## src/rtl/opu_pkg.sv

```systemverilog
package opu_pkg;

    localparam int DATA_W  = 16;
    localparam int REG_CNT = 8;
    localparam int SEL_W   = $clog2(REG_CNT);
    localparam int IMM_W   = 5;

    typedef enum logic [3:0] {
        OPC_ADD = 4'b0001,
        OPC_AND = 4'b0101,
        OPC_NOT = 4'b1001
    } opcode_e;

    typedef enum logic [1:0] {
        K_NONE,
        K_ADD,
        K_AND,
        K_INV
    } op_kind_e;

    typedef struct packed {
        op_kind_e              kind;
        logic [SEL_W-1:0]      dst;
        logic [SEL_W-1:0]      src1;
        logic [SEL_W-1:0]      src2;
        logic                  use_imm;
        logic [DATA_W-1:0]     imm;
    } dec_t;

    typedef struct packed {
        logic n;
        logic z;
        logic p;
    } nzp_t;

    function automatic logic [DATA_W-1:0] sext_imm(input logic [IMM_W-1:0] v);
        return {{(DATA_W-IMM_W){v[IMM_W-1]}}, v};
    endfunction

    function automatic nzp_t classify(input logic [DATA_W-1:0] v);
        nzp_t r;
        r.n = v[DATA_W-1];
        r.z = (v == '0);
        r.p = !v[DATA_W-1] && (v != '0);
        return r;
    endfunction

endpackage

```

## src/rtl/opu_decode.sv

```systemverilog
module opu_decode
    import opu_pkg::*;
(
    input  logic [DATA_W-1:0] instr,
    output dec_t              dec
);
    logic [3:0] opc;

    assign opc = instr[15:12];

    always_comb begin
        dec.dst     = instr[11:9];
        dec.src1    = instr[8:6];
        dec.src2    = instr[2:0];
        dec.use_imm = instr[5];
        dec.imm     = sext_imm(instr[IMM_W-1:0]);
        case (opc)
            OPC_ADD: dec.kind = K_ADD;
            OPC_AND: dec.kind = K_AND;
            OPC_NOT: dec.kind = K_INV;
            default: dec.kind = K_NONE;
        endcase
    end
endmodule

```

## src/rtl/opu_regfile.sv

```systemverilog
module opu_regfile
    import opu_pkg::*;
#(
    parameter int W = DATA_W,
    parameter int N = REG_CNT,
    localparam int AW = $clog2(N)
) (
    input  logic          clk,
    input  logic          rst,
    input  logic          we,
    input  logic [AW-1:0] wa,
    input  logic [W-1:0]  wd,
    input  logic [AW-1:0] ra1,
    input  logic [AW-1:0] ra2,
    input  logic [AW-1:0] ra3,
    output logic [W-1:0]  rd1,
    output logic [W-1:0]  rd2,
    output logic [W-1:0]  rd3
);
    logic [N-1:0][W-1:0] q;
    logic [N-1:0]        hit;

    for (genvar i = 0; i < N; i++) begin : g_hit
        assign hit[i] = we && (wa == AW'(i));
    end

    always_ff @(posedge clk) begin
        if (rst) begin
            q <= '0;
        end else begin
            for (int i = 0; i < N; i++) begin
                if (hit[i]) q[i] <= wd;
            end
        end
    end

    assign rd1 = q[ra1];
    assign rd2 = q[ra2];
    assign rd3 = q[ra3];
endmodule

```

## src/rtl/opu_alu.sv

```systemverilog
module opu_alu
    import opu_pkg::*;
(
    input  dec_t              dec,
    input  logic [DATA_W-1:0] a,
    input  logic [DATA_W-1:0] b_reg,
    output logic              valid,
    output logic [DATA_W-1:0] y
);
    logic [DATA_W-1:0] b;

    assign b = dec.use_imm ? dec.imm : b_reg;

    always_comb begin
        valid = 1'b1;
        case (dec.kind)
            K_ADD:   y = a + b;
            K_AND:   y = a & b;
            K_INV:   y = ~a;
            default: begin
                y     = '0;
                valid = 1'b0;
            end
        endcase
    end
endmodule

```

## src/rtl/opu_flags.sv

```systemverilog
module opu_flags
    import opu_pkg::*;
(
    input  logic              clk,
    input  logic              rst,
    input  logic              load,
    input  logic [DATA_W-1:0] value,
    output nzp_t              cc
);
    always_ff @(posedge clk) begin
        if (rst) begin
            cc <= '{n: 1'b0, z: 1'b1, p: 1'b0};
        end else if (load) begin
            cc <= classify(value);
        end
    end
endmodule

```

## src/rtl/opu_core.sv

```systemverilog
module opu_core
    import opu_pkg::*;
(
    input  logic              clk,
    input  logic              rst,
    input  logic              exec_en,
    input  logic [DATA_W-1:0] instr,
    input  logic [SEL_W-1:0]  dbg_sel,
    output logic [DATA_W-1:0] dbg_data,
    output logic              flag_n,
    output logic              flag_z,
    output logic              flag_p
);
    dec_t              dec;
    logic [DATA_W-1:0] opa;
    logic [DATA_W-1:0] opb;
    logic [DATA_W-1:0] wr_data;
    logic              op_ok;
    logic              wr_en;
    nzp_t              cc;

    opu_decode u_dec (
        .instr (instr),
        .dec   (dec)
    );

    opu_regfile #(.W(DATA_W), .N(REG_CNT)) u_rf (
        .clk (clk),
        .rst (rst),
        .we  (wr_en),
        .wa  (dec.dst),
        .wd  (wr_data),
        .ra1 (dec.src1),
        .ra2 (dec.src2),
        .ra3 (dbg_sel),
        .rd1 (opa),
        .rd2 (opb),
        .rd3 (dbg_data)
    );

    opu_alu u_alu (
        .dec   (dec),
        .a     (opa),
        .b_reg (opb),
        .valid (op_ok),
        .y     (wr_data)
    );

    assign wr_en = exec_en && op_ok;

    opu_flags u_cc (
        .clk   (clk),
        .rst   (rst),
        .load  (wr_en),
        .value (wr_data),
        .cc    (cc)
    );

    assign flag_n = cc.n;
    assign flag_z = cc.z;
    assign flag_p = cc.p;
endmodule

```

## config.mk

```make
export PLATFORM = sky130hd
export DESIGN_NAME = opu_core
export DESIGN_NICKNAME = d
export VERILOG_FILES = /design/src/rtl/opu_pkg.sv /design/src/rtl/opu_decode.sv /design/src/rtl/opu_regfile.sv /design/src/rtl/opu_alu.sv /design/src/rtl/opu_flags.sv /design/src/rtl/opu_core.sv
export SDC_FILE = /design/constraint.sdc
export NUM_CORES = 1
export LEC_CHECK = 0
export BUFFER_PORTS_ARGS = -buffer_cell sky130_fd_sc_hd__buf_4
export CAP_MARGIN = 40
export CELL_PAD_IN_SITES_DETAIL_PLACEMENT = 2
export CELL_PAD_IN_SITES_GLOBAL_PLACEMENT = 2
export CORE_ASPECT_RATIO = 0.6
export CORE_MARGIN = 2
export CORE_UTILIZATION = 37
export CTS_CLUSTER_DIAMETER = 50
export DETAILED_ROUTE_END_ITERATION = 8
export GPL_ROUTABILITY_DRIVEN = 0
export PLACE_DENSITY = 0.85
export SLEW_MARGIN = 20
export SYNTH_ARGS = -nofsm -noshare
export SYNTH_HDL_FRONTEND = slang
export SYNTH_SLANG_ARGS = --single-unit
```

## constraint.sdc

```tcl
create_clock -name clk -period 4.7 [get_ports clk]
set_clock_uncertainty 0.2 [all_clocks]
set_input_delay 0.47 -clock clk [delete_from_list [all_inputs] [get_ports clk]]
set_output_delay 0.47 -clock clk [all_outputs]
set_load 0.1 [all_outputs]
```

==> results.sh <==
export IMPL_placement_rows=43
export IMPL_setup_viol_count_final=0
export IMPL_criticalPathCategory="in -> reg"
export IMPL_cts_repair_timing_setup_buffer_count=0
export IMPL_tritoncts_num_sinks=131
export IMPL_synth_top_area_share=0.298
export IMPL_detailedPlacementHpwl_um=25400
export IMPL_drt_iter0_drc=907
export IMPL_route_final_wire_length_um=37500
export IMPL_max_freq_ghz=0.223
export IMPL_cts_root_buf="sky130_fd_sc_hd__clkbuf_16"
export IMPL_status="complete, no violations"
export IMPL_synth_area_leader_cell="sky130_fd_sc_hd__dfxtp_1"
export IMPL_diodes=0
export IMPL_layout_area_overhead_vs_synth_pct=15.6
export IMPL_share_of_cells_above_drive_strength_1=0.283
export IMPL_yosysSeqAreaShare=0.298
export IMPL_drt_pre_antenna_iters=5
export IMPL_wire_per_inst_um=30.6
export IMPL_cts_reportedPaths_clkPinSlew_ps=70
export IMPL_global_route_overflow_total=0
export IMPL_via_count_of_the_first_global_routing_pass=8810
export IMPL_io_buffer_count=40
export IMPL_p_sw_frac=0.291
export IMPL_edff_count_synth=0
export IMPL_design_portCount=41
export IMPL_leakage_uw=0.00364
export IMPL_met3_usage=0.0743
export IMPL_max_stage_delay_ps=530
export IMPL_initial_core_util=0.378
export IMPL_hold_viol=0
export IMPL_grt_use_total=0.309
export IMPL_worst_path_dominant_cell_family="compound AO/OA/AOI/OAI gates"
export IMPL_worst_slack_ps=208
export IMPL_cellInternalPower_uw=2070
export IMPL_clockPowerShare=0.471
export IMPL_postSynthAreaPerCell_um2=10.1
export IMPL_postCtsHoldBufs=0
export IMPL_synth_main_ff_cell="sky130_fd_sc_hd__dfxtp_1"
export IMPL_fin_crit_ps=4490
export IMPL_dieArea_um2=25100
export IMPL_cts_buffers=17
export IMPL_max_cap_viol_count=0
export IMPL_route_detailed_drc=0
export IMPL_top_usage_layer_grt="met2"
export IMPL_critPathCaptureType="register"
export IMPL_number_of_nets_in_the_final_layout=938
export IMPL_core_um2=23200
export IMPL_post_synth_num_cell_types=68
export IMPL_ys_warn_count=0
export IMPL_p_seq_frac=0.388
export IMPL_maximum_fanout_along_the_worst_path=27
export IMPL_ir_drop_worst_vdd_mv=0.228
export IMPL_timing_slew_headroom=0.366
export IMPL_pin_count_of_the_biggest_net_entering_global_routing=54
export IMPL_die_w_um=203
export IMPL_grt_antenna_before_repair=1
export IMPL_final_util=0.437
export IMPL_timing_max_transition_violations_final=0
export IMPL_netlist_area_before_placement_um2=8790
export IMPL_cts_tree="done"
export IMPL_vias_per_cell=6.67
export IMPL_report_power_total_uw=2920
export IMPL_grtUsageMet1=0.428
export IMPL_worst_path_buf_inv=1
export IMPL_cts_max_path_buffers=2
export IMPL_synth_area_top_cells="sky130_fd_sc_hd__dfxtp_1 30%, sky130_fd_sc_hd__mux4_2 23%, sky130_fd_sc_hd__a211oi_1 8.8%, sky130_fd_sc_hd__nor2_1 7.1%, sky130_fd_sc_hd__mux2i_1 5.9%"
export IMPL_routed_via_count=8173
export IMPL_use_met2=0.479
export IMPL_unrepaired_setup_endpoints_after_global_routing="false"
export IMPL_combPwrFrac=0.142
export IMPL_syn_inst=871
export IMPL_timing_worst_slew_pin_value_ps=947
export IMPL_postSynthNetCount=910
export IMPL_ys_seq_elements=131
export IMPL_grt_first_pass_wirelength_um=56600
export IMPL_timing_critical_path_cells="buf_4 > nand2_1 > o22ai_1 > nor2_1 > ha_1 > fa_1 > a21o_1 > a221oi_2 > xor2_1 > o221a_1 > nor4bb_1 > and4_1 > o2111a_1 > nor3_1"
export IMPL_synth_most_common_cell="sky130_fd_sc_hd__nor2_1"
export IMPL_timing_critical_path_from_type="input port"
export IMPL_power_per_cell_area_nw_per_um2=287
export IMPL_worst_setup_timing_slack_at_the_placement_stage_ps=-158
export IMPL_finalCritPeriodShare=0.956
export IMPL_clkLatencyLatePin_ps=460
export IMPL_post_synth_most_frequent_cells="167 x sky130_fd_sc_hd__nor2_1, 131 x sky130_fd_sc_hd__dfxtp_1, 103 x sky130_fd_sc_hd__a211oi_1, 88 x sky130_fd_sc_hd__mux4_2, 53 x sky130_fd_sc_hd__clkbuf_1"
export IMPL_asyncSetResetFlopFracSynth=0
export IMPL_critPathArrivalTime_ps=4600
export IMPL_type_of_the_most_critical_hold_path="in -> reg"
export IMPL_htree_levels=4
export IMPL_worstPathRequired_ps=4810
export IMPL_timing_critical_path_slowest_stage_cell="sky130_fd_sc_hd__nor4bb_1"
export IMPL_net_switching_power_uw=850
export IMPL_antenna_left=0
export IMPL_chipHeight_um=123
-- through the flow --
stage	instances	instance area, µm²	TNS [ps]	hold WS (ps)
final	1226	10200	0	227
after floorplan	871	8790	0	253
after CTS	1225	10100	0	221
after global placement	1194	9560	-8.77	280
after global routing	1226	10200	0	261
after detailed placement	1194	9560	-1460	298
-- sequential cells by signal (all words and copies together), names as in the netlist --
signal,cells
u_cc.cc,3
u_rf.q,128
-- final cells by class --
type,count,area [µm²]
timing repair buffer,89,713
clock buffer,19,453
clock inverter,12,131
inverter,5,18.8
sequential,131,2620
tap,315,394
multi-input combinational,655,5830
fill,2461,13100
-- cell usage in the layout, fill, tap and decap left out, types with 7 or more instances in the layout --
cell type	count
sky130_fd_sc_hd__a21oi_1	13
sky130_fd_sc_hd__nor2b_1	17
sky130_fd_sc_hd__o21ai_0	16
sky130_fd_sc_hd__dfxtp_1	131
sky130_fd_sc_hd__mux2_2	29
sky130_fd_sc_hd__nand2_1	29
sky130_fd_sc_hd__mux4_2	88
sky130_fd_sc_hd__nand2b_1	9
sky130_fd_sc_hd__clkbuf_16	17
sky130_fd_sc_hd__buf_4	85
sky130_fd_sc_hd__nand3_1	9
sky130_fd_sc_hd__a21o_1	9
sky130_fd_sc_hd__nor2_1	164
sky130_fd_sc_hd__nor3_1	7
sky130_fd_sc_hd__a211oi_1	102
sky130_fd_sc_hd__ha_1	16
sky130_fd_sc_hd__mux2i_1	52
-- path summary, 6_finish.rpt --
check	end	start	slack (ps)	cells after the start
worst max register to register	u_cc.cc[0]$_SDFFE_PP0P_	u_rf.q[52]$_SDFFE_PP0P_	360	13
worst min-delay path	u_rf.q[75]$_SDFFE_PP0P_	rst	230	2
worst max-delay path	u_cc.cc[0]$_SDFFE_PP0P_	instr[8]	210	14
worst min register to register	u_rf.q[80]$_SDFFE_PP0P_	u_rf.q[80]$_SDFFE_PP0P_	330	2
-- what timing repair did --
action | CTS | global route
endpoints found under the setup margin | 0 | 9
endpoints found under the hold margin | 0 | 0
resized for setup | 0 | 2
-- layer usage --
layer	routed length, µm	up-vias
li1	-	3395
met1	16800	4329
met2	16700	390
met3	3240	59
met4	682	0
met5	0	-
-- power by group through the flow --
stage / Combinational, µW / Clock (µW) / Sequential, µW
4_1_cts: 404 / 1370 / 1130
5_1_grt: 433 / 1430 / 1130
3_3_place_gp: 381 / 0 / 1150
6_report: 414 / 1380 / 1130
3_5_place_dp: 396 / 0 / 1160
2_1_floorplan: 250 / 0 / 1160
-- logic make-up (layout without fill, tap and decap cells) --
family,Yosys count,count (layout),share of synthesized area
adder cells (fa/ha/maj),17,17,0.0250
XOR/XNOR,4,4,0.00398
buffers and inverters,85,125,0.0450
AO/OA/AOI/OAI,192,192,0.162
multiplexers,170,170,0.323
flip-flops,131,131,0.298
AND/OR/NAND/NOR,272,272,0.143
No activity file was read; power rests on OpenSTA's default activity.
